==> config.mk <==
export PLATFORM = sky130hd
export DESIGN_NAME = hdr_frame_packer
export DESIGN_NICKNAME = d
export VERILOG_FILES = /design/src/rtl/hfp_pkg.sv /design/src/rtl/hfp_collector.sv /design/src/rtl/hfp_word_fifo.sv /design/src/rtl/hfp_shifter.sv /design/src/rtl/hdr_frame_packer.sv
export SDC_FILE = /design/constraint.sdc
export NUM_CORES = 1
export LEC_CHECK = 0
export BUFFER_PORTS_ARGS = -buffer_cell sky130_fd_sc_hd__buf_2
export CAP_MARGIN = 20
export CORE_UTILIZATION = 36
export DETAILED_ROUTE_END_ITERATION = 10
export HOLD_SLACK_MARGIN = 0.06
export PLACE_DENSITY = 0.55
export SYNTH_ARGS = -nofsm -noshare
export SYNTH_HDL_FRONTEND = slang
export SYNTH_SLANG_ARGS = --single-unit
export TNS_END_PERCENT = 5
==> constraint.sdc <==
create_clock -name clk -period 3.6 [get_ports clk]
set_clock_uncertainty 0.2 [all_clocks]
set_input_delay 0.18 -clock clk [delete_from_list [all_inputs] [get_ports clk]]
set_output_delay 0.18 -clock clk [all_outputs]
set_load 0.005 [all_outputs]
==> src/rtl/hfp_pkg.sv <==
package hfp_pkg;
    parameter int unsigned HFP_DATA_W = 20;
    parameter int unsigned HFP_HDR_W  = 5;
    parameter int unsigned HFP_DEPTH  = 4;
endpackage

==> src/rtl/hfp_collector.sv <==
module hfp_collector #(
    parameter int unsigned DATA_W = 20,
    parameter int unsigned HDR_W  = 5,
    localparam int unsigned FRAME_W = DATA_W + HDR_W,
    localparam int unsigned CNT_W   = $clog2(DATA_W)
) (
    input  logic               clk,
    input  logic               rst_n,
    input  logic               in_en,
    input  logic               in_bit,
    input  logic [HDR_W-1:0]   hdr,
    output logic               word_vld,
    output logic [FRAME_W-1:0] word
);
    typedef struct packed {
        logic [DATA_W-2:0]  sh;
        logic [CNT_W-1:0]   cnt;
        logic               vld;
        logic [FRAME_W-1:0] word;
    } col_t;

    col_t st_d, st_q;

    always_comb begin
        st_d     = st_q;
        st_d.vld = 1'b0;
        if (in_en) begin
            if (st_q.cnt == CNT_W'(DATA_W - 1)) begin
                // last bit of the word: header joins it in the same step
                st_d.word = {hdr, st_q.sh, in_bit};
                st_d.vld  = 1'b1;
                st_d.cnt  = '0;
            end else begin
                st_d.cnt = st_q.cnt + 1'b1;
            end
            st_d.sh = {st_q.sh[DATA_W-3:0], in_bit};
        end
    end

    always_ff @(posedge clk) begin
        if (!rst_n) begin
            st_q <= '0;
        end else begin
            st_q <= st_d;
        end
    end

    assign word_vld = st_q.vld;
    assign word     = st_q.word;
endmodule

==> src/rtl/hfp_word_fifo.sv <==
module hfp_word_fifo #(
    parameter int unsigned WIDTH = 25,
    parameter int unsigned DEPTH = 4,
    localparam int unsigned AW = $clog2(DEPTH),
    localparam int unsigned CW = $clog2(DEPTH + 1)
) (
    input  logic             clk,
    input  logic             rst_n,
    input  logic             push,
    input  logic [WIDTH-1:0] wdata,
    input  logic             pop,
    output logic [WIDTH-1:0] rdata,
    output logic             full,
    output logic             empty,
    output logic             ovf
);
    typedef struct packed {
        logic [DEPTH-1:0][WIDTH-1:0] mem;
        logic [AW-1:0]               wp;
        logic [AW-1:0]               rp;
        logic [CW-1:0]               cnt;
        logic                        ovf;
    } fifo_t;

    fifo_t st_d, st_q;
    logic  push_ok, pop_ok;

    always_comb begin
        st_d    = st_q;
        push_ok = push && (st_q.cnt != CW'(DEPTH));
        pop_ok  = pop && (st_q.cnt != '0);
        if (push_ok) begin
            st_d.mem[st_q.wp] = wdata;
            st_d.wp = (st_q.wp == AW'(DEPTH - 1)) ? '0 : st_q.wp + 1'b1;
        end
        if (pop_ok) begin
            st_d.rp = (st_q.rp == AW'(DEPTH - 1)) ? '0 : st_q.rp + 1'b1;
        end
        case ({push_ok, pop_ok})
            2'b10:   st_d.cnt = st_q.cnt + 1'b1;
            2'b01:   st_d.cnt = st_q.cnt - 1'b1;
            default: st_d.cnt = st_q.cnt;
        endcase
        if (push && !push_ok) begin
            st_d.ovf = 1'b1;
        end
    end

    always_ff @(posedge clk) begin
        if (!rst_n) begin
            st_q <= '0;
        end else begin
            st_q <= st_d;
        end
    end

    assign rdata = st_q.mem[st_q.rp];
    assign full  = (st_q.cnt == CW'(DEPTH));
    assign empty = (st_q.cnt == '0);
    assign ovf   = st_q.ovf;
endmodule

==> src/rtl/hfp_shifter.sv <==
module hfp_shifter #(
    parameter int unsigned FRAME_W = 25,
    localparam int unsigned RW = $clog2(FRAME_W)
) (
    input  logic               clk,
    input  logic               rst_n,
    input  logic               out_en,
    input  logic               empty,
    input  logic [FRAME_W-1:0] frame,
    output logic               pop,
    output logic               out_bit,
    output logic               out_valid,
    output logic               out_start
);
    typedef struct packed {
        logic [FRAME_W-2:0] sreg;
        logic [RW-1:0]      rem;
        logic               obit;
        logic               vld;
        logic               sof;
    } shf_t;

    shf_t st_d, st_q;

    always_comb begin
        st_d     = st_q;
        st_d.vld = 1'b0;
        st_d.sof = 1'b0;
        pop      = 1'b0;
        if (out_en) begin
            if (st_q.rem != '0) begin
                st_d.obit = st_q.sreg[FRAME_W-2];
                st_d.sreg = {st_q.sreg[FRAME_W-3:0], 1'b0};
                st_d.rem  = st_q.rem - 1'b1;
                st_d.vld  = 1'b1;
            end else if (!empty) begin
                // frame boundary: next frame starts with no idle bit
                pop       = 1'b1;
                st_d.obit = frame[FRAME_W-1];
                st_d.sreg = frame[FRAME_W-2:0];
                st_d.rem  = RW'(FRAME_W - 1);
                st_d.vld  = 1'b1;
                st_d.sof  = 1'b1;
            end
        end
    end

    always_ff @(posedge clk) begin
        if (!rst_n) begin
            st_q <= '0;
        end else begin
            st_q <= st_d;
        end
    end

    assign out_bit   = st_q.obit;
    assign out_valid = st_q.vld;
    assign out_start = st_q.sof;
endmodule

==> src/rtl/hdr_frame_packer.sv <==
module hdr_frame_packer #(
    parameter int unsigned DATA_W = hfp_pkg::HFP_DATA_W,
    parameter int unsigned HDR_W  = hfp_pkg::HFP_HDR_W,
    parameter int unsigned DEPTH  = hfp_pkg::HFP_DEPTH
) (
    input  logic             clk,
    input  logic             rst_n,
    input  logic             in_en,
    input  logic             in_bit,
    input  logic [HDR_W-1:0] hdr,
    input  logic             out_en,
    output logic             out_bit,
    output logic             out_valid,
    output logic             out_start,
    output logic             buf_full,
    output logic             buf_empty,
    output logic             overflow
);
    localparam int unsigned FRAME_W = DATA_W + HDR_W;

    logic               word_vld;
    logic [FRAME_W-1:0] word;
    logic [FRAME_W-1:0] head_frame;
    logic               fifo_pop;

    hfp_collector #(.DATA_W(DATA_W), .HDR_W(HDR_W)) u_col (
        .clk      (clk),
        .rst_n    (rst_n),
        .in_en    (in_en),
        .in_bit   (in_bit),
        .hdr      (hdr),
        .word_vld (word_vld),
        .word     (word)
    );

    hfp_word_fifo #(.WIDTH(FRAME_W), .DEPTH(DEPTH)) u_buf (
        .clk   (clk),
        .rst_n (rst_n),
        .push  (word_vld),
        .wdata (word),
        .pop   (fifo_pop),
        .rdata (head_frame),
        .full  (buf_full),
        .empty (buf_empty),
        .ovf   (overflow)
    );

    hfp_shifter #(.FRAME_W(FRAME_W)) u_shf (
        .clk       (clk),
        .rst_n     (rst_n),
        .out_en    (out_en),
        .empty     (buf_empty),
        .frame     (head_frame),
        .pop       (fifo_pop),
        .out_bit   (out_bit),
        .out_valid (out_valid),
        .out_start (out_start)
    );
endmodule

==> reports/metrics.cfg <==
[pwr]
clock_power_share=0.378
p_leak_nw=3.71
p_switching_mw=1.26
p_int_mw=3.53
p_comb_frac=0.139
pwr_density_cell_nw_per_um2=534
power.total_mw=4.80
p_sw_frac=0.263
vdd_drop_max_mv=0.359
p_seq_frac=0.482

[clock_network]
clock-sinks=190
path_clk_slew_ns=0.07
htree_levels=4
insertion_delay_ns=0.43
cts_tree=built
cts-root-buf=clkbuf_16
clockBufferDepth=2
numCtsBuffers=17

[global_route]
grt_usage=0.155
grt_max_degree=93
overflow=0
antenna_found_initial=0
grt_pass1_wl_um=28800
grt_pass1_vias=5354

[floorplanning]
fp.dieArea_um2=23100
rows=54
chipWidth_um=152
num_io_pins=16
start_util=0.368
die_h_um=152
coreArea_um2=22000

[final_layout]
nets=799
diodes=0
area_growth_pct=11.0
drive_above_1_share=0.120
final_cells=1070
final_core_util=0.409
nFillCells=2097

[synth]
synth_edf_count=0
synth_adder_area_share=0.0164
syn_area_per_cell_um2=10.3
ys.flop_type=dfxtp_1
synth_top_family_by_area=multiplexers
synth_common_cells=dfxtp_1, nand2_1, mux2i_1, clkbuf_1, a21oi_1
synth-xor-area-share=0.00433
yosys_warnings=0
syn_area_um2=8090
synthMuxAreaShare=0.221
yosysMostFrequentCell=dfxtp_1
synth_cell_types=43
seq_area_frac_synth=0.470
synth-simple-area-share=0.154
synth.top_cell.area_share=0.470
synth_compound_area_frac=0.0861
synth_fp_nets=808
synth_seq_cells=190
synthTopCellsByArea=dfxtp_1, mux2i_1, mux4_2
synthCells=788
async_reset_ff_frac=0
synth.largest_area_cell=dfxtp_1

[route]
routed_wl_um=17200
route.detailed.drc=0
wire_per_inst_um=16.1
drt_iter0_drc=297
ant_nets=0
firstDrtPassIters=4
vias=5476
viasPerCell=5.12

[worst_setup_path]
slowest_delay_ns=0.46
cp_data_arrival_time_ns=2.95
critPathLaunchType=flop
cp_max_fo=4
critPathTopFamily=simple AND/OR/NAND/NOR gates
endpoint_kind=flop
cp.buffers_inverters=2
critPathKind=reg -> reg
worstPathRequired_ns=3.76
cp_slowest_cell=or4b_1
crit_chain=inv_1 > ha_1 > or4b_1 > nor2_1 > ha_1 > inv_1 > fa_1 > xor2_1 > or3_1 > a21oi_1

[placed_design]
dp_hpwl_um=10200
dp.cells=1030
dpl_worst_slack_ns=0.818
place.gp.congestion=0.695
numPortBuffers=15

[sta]
tns_ns=0
final_max_slew_viol_count=0
worst_pin_slew_ns=1.07
finalCritPeriodShare=0.774
fin_ws_ns=0.813
hold_viol_final=0
slew_headroom=0.286
rsz0062_at_grt=false
fin_crit_ns=2.79
setup_viol=0
fmax_ghz=0.359

[run_status]
outcome=completed

[min_path]
hold_class=in -> reg

[run]
drv_cap=0

[sequential cells by signal, summed over array words and instances, names as in the netlist]
name / cells
u_buf.ovf: 1
u_buf.st_q: 107
u_col.st_q: 24
u_col.word: 25
u_col.word_vld: 1
u_shf.out_bit: 1
u_shf.out_start: 1
u_shf.out_valid: 1
u_shf.st_q: 29
[final cells by class]
type | instances | area (µm²) | share of cell area
Clock inverter | 8 | 83.8 | 0.00933
Timing Repair Buffer | 37 | 308 | 0.0343
Multi-Input combinational cell | 521 | 3900 | 0.435
Tap cell | 280 | 350 | 0.0390
Sequential cell | 190 | 3810 | 0.424
Clock buffer | 22 | 484 | 0.0539
Inverter | 12 | 45.0 | 0.00502
[what timing repair did]
action | CTS | global route
hold buffers | 8 | 0
endpoints found under the hold margin | 31 | 0
buffers inserted | 0 | 0
setup endpoints to repair | 0 | 0
gates resized for setup | 0 | 0
[worst paths after layout]
check	startpoint	endpoint	slack (ns)	depth (start not counted)
worst max-delay path	u_shf.st_q[3]	u_buf.st_q[3]	0.81	10
worst min-delay path	out_en	u_shf.out_valid	0.15	4
worst max register to register	u_shf.st_q[3]	u_buf.st_q[3]	0.81	10
worst min register to register	u_buf.st_q[98]	u_buf.st_q[98]	0.26	2
[power groups by stage]
stage	clock (mW)	sequential (mW)	combinational, mW
6_report	1.81	2.31	0.669
5_1_grt	1.95	2.33	0.747
4_1_cts	1.86	2.31	0.679
3_5_place_dp	0	2.36	0.669
3_3_place_gp	0	2.35	0.676
2_1_floorplan	0	2.34	0.605
[cell usage in the layout, fill, tap and decap left out, types with 9 or more instances in the layout]
cell type	n
dfxtp_1	188
nand2_1	133
mux2i_1	122
a21oi_1	34
o21ai_0	32
nor2_1	29
nand3_1	27
or3_1	26
nand3b_1	25
mux4_2	25
o2111a_1	24
clkbuf_16	17
buf_2	14
buf_4	12
inv_1	11
ha_1	9
[per-layer routing]
metal	share of wire	wire, µm	global-route usage
met1	0.52	8920	0.224
met2	0.44	7640	0.233
met3	0.029	498	0.0302
met4	0.0087	150	0.0481
met5	0	0	0
[worst min-delay path: stages]
cell	delay (ns)
buf_2	0.11
buf_4	0.23
o41ai_2	0.14
nor2_1	0.06
[cell families (layout without fill, tap and decap cells)]
kind of cell | count (synthesis) | in the layout
adder cells (fa/ha/maj) | 10 | 10
AO/OA/AOI/OAI | 100 | 100
buffers and inverters | 77 | 79
AND/OR/NAND/NOR | 260 | 260
XOR/XNOR | 4 | 4
multiplexers | 147 | 147
flip-flops | 190 | 190
[stage by stage]
step	area [µm²]	hold slack, ns
5_1_grt	8980	0.177
6_report	8980	0.152
3_5_place_dp	8290	0.243
4_1_cts	8930	0.144
3_3_place_gp	8290	0.238
2_1_floorplan	8090	0.127
Note: power is estimated with default switching activity, not from simulation.
